--- config.mk ---
export PLATFORM = sky130hd
export DESIGN_NAME = eff_addr_gen
export DESIGN_NICKNAME = d
export VERILOG_FILES = /design/src/rtl/eag_pkg.sv /design/src/rtl/eag_regfile.sv /design/src/rtl/eag_addr_calc.sv /design/src/rtl/eff_addr_gen.sv
export SDC_FILE = /design/constraint.sdc
export NUM_CORES = 1
export LEC_CHECK = 0
export CAP_MARGIN = 10
export CELL_PAD_IN_SITES_DETAIL_PLACEMENT = 0
export CELL_PAD_IN_SITES_GLOBAL_PLACEMENT = 1
export CORE_MARGIN = 5
export CORE_UTILIZATION = 40
export CTS_BUF_LIST = sky130_fd_sc_hd__clkbuf_4 sky130_fd_sc_hd__clkbuf_8 sky130_fd_sc_hd__clkbuf_16
export DETAILED_ROUTE_END_ITERATION = 10
export GPL_TIMING_DRIVEN = 0
export MAX_ROUTING_LAYER = met4
export PLACE_DENSITY = 0.71
export SYNTH_ARGS = -nofsm -noshare
export SYNTH_HDL_FRONTEND = slang
export SYNTH_SLANG_ARGS = --single-unit
--- constraint.sdc ---
create_clock -name clk -period 9.5 [get_ports clk]
set_input_delay 1.425 -clock clk [delete_from_list [all_inputs] [get_ports clk]]
set_output_delay 1.425 -clock clk [all_outputs]
set_load 0.03 [all_outputs]
--- src/rtl/eag_pkg.sv ---
package eag_pkg;

    localparam int unsigned XLEN_DEF   = 32;
    localparam int unsigned NREGS_DEF  = 8;
    localparam int unsigned DISP_W_DEF = 16;
    localparam int unsigned WORD_BYTES = 4;

    typedef enum logic [2:0] {
        MODE_DISP    = 3'd0,
        MODE_INDEX   = 3'd1,
        MODE_PREDEC  = 3'd2,
        MODE_POSTINC = 3'd3
    } eag_mode_e;

    function automatic logic mode_legal(input logic [2:0] m);
        return (m == MODE_DISP) || (m == MODE_INDEX) ||
               (m == MODE_PREDEC) || (m == MODE_POSTINC);
    endfunction

    function automatic logic mode_writes_back(input logic [2:0] m);
        return (m == MODE_PREDEC) || (m == MODE_POSTINC);
    endfunction

endpackage

--- src/rtl/eag_regfile.sv ---
module eag_regfile #(
    parameter int unsigned XLEN  = 32,
    parameter int unsigned NREGS = 8,
    localparam int unsigned SEL_W = $clog2(NREGS)
) (
    input  logic             clk,
    input  logic             rst,
    input  logic             ld_en,
    input  logic [SEL_W-1:0] ld_sel,
    input  logic [XLEN-1:0]  ld_data,
    input  logic             wb_en,
    input  logic [SEL_W-1:0] wb_sel,
    input  logic [XLEN-1:0]  wb_data,
    input  logic [SEL_W-1:0] ra_sel,
    output logic [XLEN-1:0]  ra_data,
    input  logic [SEL_W-1:0] rb_sel,
    output logic [XLEN-1:0]  rb_data,
    input  logic [SEL_W-1:0] rc_sel,
    output logic [XLEN-1:0]  rc_data
);

    logic [XLEN-1:0] regs_q [NREGS];

    // Write-back first, load afterwards: the later assignment wins.
    always_ff @(posedge clk) begin
        if (rst) begin
            for (int i = 0; i < NREGS; i++) regs_q[i] <= '0;
        end else begin
            if (wb_en) regs_q[wb_sel] <= wb_data;
            if (ld_en) regs_q[ld_sel] <= ld_data;
        end
    end

    assign ra_data = regs_q[ra_sel];
    assign rb_data = regs_q[rb_sel];
    assign rc_data = regs_q[rc_sel];

endmodule

--- src/rtl/eag_addr_calc.sv ---
module eag_addr_calc
    import eag_pkg::*;
#(
    parameter int unsigned XLEN   = 32,
    parameter int unsigned DISP_W = 16
) (
    input  logic [2:0]        mode,
    input  logic [XLEN-1:0]   base_val,
    input  logic [XLEN-1:0]   idx_val,
    input  logic [DISP_W-1:0] disp,
    output logic [XLEN-1:0]   addr,
    output logic              wb_req,
    output logic [XLEN-1:0]   wb_val,
    output logic              illegal
);

    localparam logic [XLEN-1:0] STEP = XLEN'(WORD_BYTES);

    logic [XLEN-1:0] disp_x;
    assign disp_x = {{(XLEN-DISP_W){disp[DISP_W-1]}}, disp};

    always_comb begin
        addr    = '0;
        wb_val  = base_val;
        wb_req  = mode_writes_back(mode);
        illegal = !mode_legal(mode);
        case (mode)
            MODE_DISP:    addr = base_val + disp_x;
            MODE_INDEX:   addr = base_val + idx_val + disp_x;
            MODE_PREDEC: begin
                addr   = base_val - STEP;
                wb_val = base_val - STEP;
            end
            MODE_POSTINC: begin
                addr   = base_val;
                wb_val = base_val + STEP;
            end
            default:      addr = '0;
        endcase
    end

endmodule

--- src/rtl/eff_addr_gen.sv ---
module eff_addr_gen
    import eag_pkg::*;
#(
    parameter int unsigned XLEN   = XLEN_DEF,
    parameter int unsigned NREGS  = NREGS_DEF,
    parameter int unsigned DISP_W = DISP_W_DEF,
    localparam int unsigned SEL_W = $clog2(NREGS)
) (
    input  logic              clk,
    input  logic              rst,
    input  logic              ld_en,
    input  logic [SEL_W-1:0]  ld_sel,
    input  logic [XLEN-1:0]   ld_data,
    input  logic [SEL_W-1:0]  rd_sel,
    output logic [XLEN-1:0]   rd_data,
    input  logic              start,
    input  logic [2:0]        mode,
    input  logic [SEL_W-1:0]  base_sel,
    input  logic [SEL_W-1:0]  idx_sel,
    input  logic [DISP_W-1:0] disp,
    output logic [XLEN-1:0]   ea,
    output logic              ea_valid,
    output logic              bad_mode
);

    logic [XLEN-1:0] base_val, idx_val, calc_addr, calc_wb_val;
    logic            calc_wb_req, calc_illegal;

    eag_regfile #(.XLEN(XLEN), .NREGS(NREGS)) u_rf (
        .clk     (clk),
        .rst     (rst),
        .ld_en   (ld_en),
        .ld_sel  (ld_sel),
        .ld_data (ld_data),
        .wb_en   (start && calc_wb_req),
        .wb_sel  (base_sel),
        .wb_data (calc_wb_val),
        .ra_sel  (base_sel),
        .ra_data (base_val),
        .rb_sel  (idx_sel),
        .rb_data (idx_val),
        .rc_sel  (rd_sel),
        .rc_data (rd_data)
    );

    eag_addr_calc #(.XLEN(XLEN), .DISP_W(DISP_W)) u_calc (
        .mode     (mode),
        .base_val (base_val),
        .idx_val  (idx_val),
        .disp     (disp),
        .addr     (calc_addr),
        .wb_req   (calc_wb_req),
        .wb_val   (calc_wb_val),
        .illegal  (calc_illegal)
    );

    always_ff @(posedge clk) begin
        if (rst) begin
            ea       <= '0;
            ea_valid <= 1'b0;
            bad_mode <= 1'b0;
        end else begin
            ea_valid <= start;
            bad_mode <= start && calc_illegal;
            if (start) ea <= calc_addr;
        end
    end

endmodule


==> summary.md <==
| Metric | Value |
|---|---|
| Die area | 63,600 sq um |
| Vias per Instance | 6.86 |
| Latest clock arrival within the worst-skew pair | 0.58 ns |
| TritonCTS Buffers | 37 |
| Initial Util | 0.405 |
| Die span in x | 252 um |
| Final Cycle Share | 0.946 |
| Setup Buffers After CTS | 0 |
| Cell Rows | 88 |
| Initial antenna violation count | 3 |
| Maximum root-to-sink buffer count | 3 |
| Worst vdd ir | 0.120 mV |
| CTS Sinks | 290 |
| Setup-failing EPs final | 0 |
| DP Wirelength | 73,000 um |
| CP endpoint kind | flip-flop |
| CTS tree | done |
| Final Critical Period | 8.99 ns |
| Max-slew violation count | 0 |
| Reg2Reg Setup Slack | 3.18 ns |
| Via count | 20,500 |
| Area after DPL | 25,600 sq um |
| Max Cap Viol | 0 |
| Slew headroom | 0.0780 |
| Area of the mapped netlist | 23,500 sq um |
| Global placement routability congestion | 0.954 |
| Crit path launch type | primary input |
| I/O pin count | 133 |
| EDFF count, synth | 256 |
| Share of cells above drive strength 1 | 0.179 |
| DRC | 0 |
| Worst-path fanout max | 10 |
| Die Ht | 252 um |
| Sequential share of the synthesized area | 0.357 |
| Fin Hold WS | 0.449 ns |
| Fmax | 111 MHz |
| YS warnings | 0 |
| Async S/R FF share, synth | 0 |
| CTS H-Tree Depth | 2 |
| Crit path required time | 9.95 ns |
| Final WS setup | 0.514 ns |
| Synth cell types | 88 |
| Primary FF master, synth | edfxtp_1 |
| Wirelength per Cell | 33.2 um |
| Buf+Inv Stages, Crit Path | 6 |
| Final wirelength | 99,000 um |
| Hold WC Path Type | flip-flop to flip-flop |
| Place WS | -0.167 ns |
| Drt pass-1 iters | 6 |
| Post-Synthesis Cells | 2,042 |
| Syn_area_per_cell | 11.5 sq um |
| Syn_nets | 2,205 |
| Pin count of the biggest net entering global routing | 21 |
| Placeable Area | 57,900 sq um |
| PD cells | 165 nW/um^2 |
| Worst EP arrival | 9.44 ns |
| Grt ovf | 0 |
| Crit path max-delay family | buffers and inverters |
| CP max stage cell | mux2i_1 |
| Pleak | 9.57 nW |
| Final Hold Vio Count | 0 |
| Hold-fix buffers, CTS | 0 |
| Worst-path clk slew | 0.06 ns |
| Critical path, cell by cell | clkdlybuf4s50_1, buf_2, buf_2, buf_2, clkinv_1, mux2i_1, inv_1, fa_1, ha_1, fa_1, a21oi_1, o21ai_0, a21o_1, a2111oi_2, nor2_1, o21ai_0, mux2i_1, or4b_2, a31o_2 |
| Post-route ant nets | 0 |
| Synthesis-to-layout area growth | 14.8% |
| RSZ-0062 raised after global routing | no |
| Root Driver | clkbuf_16 |
| Commonest non-fill, non-tap cells in the layout | edfxtp_1, a22o_1, mux4_2, nand2_1, o21ai_0 |
| Crit path largest cell delay | 0.75 ns |
| Number of global-route vias before repair | 20,000 |
| First-pass GRT wire length | 139,000 um |
| PostCTS Resize Cnt | 0 |
| Status | finished, final reports clean |
| Crit path top cell by count | buf_2 |
| Final setup skew | 0.0347 ns |
| Leading cell type in the layout, fill and taps excluded | edfxtp_1 |
| IO Port Bufs | 88 |
| Crit path kind | primary input to flip-flop |
| Nets | 2,350 |
| Detailed Route Iter0 Violations | 2,917 |
| Seq cells post-synth | 290 |
| Measured slew at the worst slew-check pin | 1.38 ns |
| Total GRT Usage | 0.309 |
| Filler instances | 5,350 |
| Post-route design area | 26,900 sq um |
tightest hold or removal path, delay by kind of cell, from the launching register on:
family,cells,cell delay [ns]
DFF,1,0.32
AOI/OAI and AO/OA,1,0.05
and+or+nand+nor,1,0.04
Yosys cell counts, types with 8 or more instances:
library cell / n / area, sq um
a31o_2: 8 / 70.1
a211oi_1: 14 / 105
a222oi_1: 8 / 80.1
nand3b_1: 12 / 90.1
nand4_1: 16 / 100
and2_1: 11 / 68.8
fa_1: 33 / 661
buf_2: 12 / 60.1
a22oi_1: 11 / 82.6
xnor2_1: 68 / 596
nor4_1: 10 / 62.6
or3_1: 24 / 150
o211ai_1: 8 / 60.1
o21ai_0: 125 / 626
ha_1: 63 / 788
mux2i_1: 36 / 360
a31oi_1: 12 / 75.1
a21o_1: 32 / 240
a221oi_1: 10 / 87.6
xor2_1: 27 / 236
mux4_2: 179 / 4030
and3_1: 15 / 93.8
edfxtp_1: 256 / 7690
inv_1: 40 / 150
nor3_1: 45 / 225
clkbuf_1: 100 / 375
nand2b_1: 16 / 100
nor2_1: 86 / 323
a22o_1: 201 / 1760
o21bai_1: 11 / 82.6
buf_1: 49 / 184
nand3_1: 32 / 160
nor2b_1: 13 / 81.3
mux2_2: 69 / 777
a21oi_1: 84 / 420
nand2_1: 146 / 548
o21a_1: 10 / 75.1
dfxtp_1: 34 / 681
power by group:
group          switching, mW  total [mW]  internal, mW
registers             0.0501        1.50          1.45
clock network          0.602        1.48         0.883
logic                  0.892        1.46         0.565
final timing paths:
path                                                  start             endpoint  depth (start not counted)
worst max-delay path                            base_sel[1]  ea[31]$_SDFFE_PP0P_                         19
worst min-delay path                    ea[26]$_SDFFE_PP0P_  ea[26]$_SDFFE_PP0P_                          2
worst min register to register          ea[26]$_SDFFE_PP0P_  ea[26]$_SDFFE_PP0P_                          2
worst max register to register  u_rf.regs_q[1][1]$_DFFE_PP_  ea[31]$_SDFFE_PP0P_                         15
sequential cells by signal, indices dropped and copies added, names as in the netlist:
register,count
ea_valid,1
u_rf.regs_q,256
ea,32
bad_mode,1
cell type report:
type                            instances  area, sq um  share of cell area
Timing Repair Buffer                  106         1160              0.0431
Antenna cell                            4         10.0            0.000372
Clock buffer                           45         1020              0.0379
Clock inverter                         21          249             0.00925
Multi-Input combinational cell       1538        14300               0.531
Inverter                               43          161             0.00599
Sequential cell                       290         8370               0.311
Buffer                                171          709              0.0263
Tap cell                              765          957              0.0355
through the flow:
step | total power [mW] | setup TNS (ns) | util | cells
after CTS | 4.42 | 0 | 0.464 | 2974
final | 4.45 | 0 | 0.465 | 2983
after global routing | 4.60 | 0 | 0.465 | 2982
after floorplan | 2.48 | 0 | - | 2042
after global placement | 2.93 | -75.00 | 0.437 | 2895
after detailed placement | 2.94 | -0.167 | 0.442 | 2908
cells by family after synthesis:
kind of cell / Yosys count / synth area share
compound gates: 601 / 0.186
simple gates: 455 / 0.0970
flops: 290 / 0.357
mux: 288 / 0.224
buf+inv: 214 / 0.0371
xor+xnor: 98 / 0.0375
fa+ha+maj: 96 / 0.0618
routing by layer:
metal / global-route usage / up-vias / part of all wire
li1: - / 8471 / -
met1: 0.388 / 10300 / 0.38
met2: 0.476 / 1434 / 0.46
met3: 0.0778 / 289 / 0.11
met4: 0.137 / 0 / 0.052
met5: - / - / 0
Power figures use the tool's default switching activity.
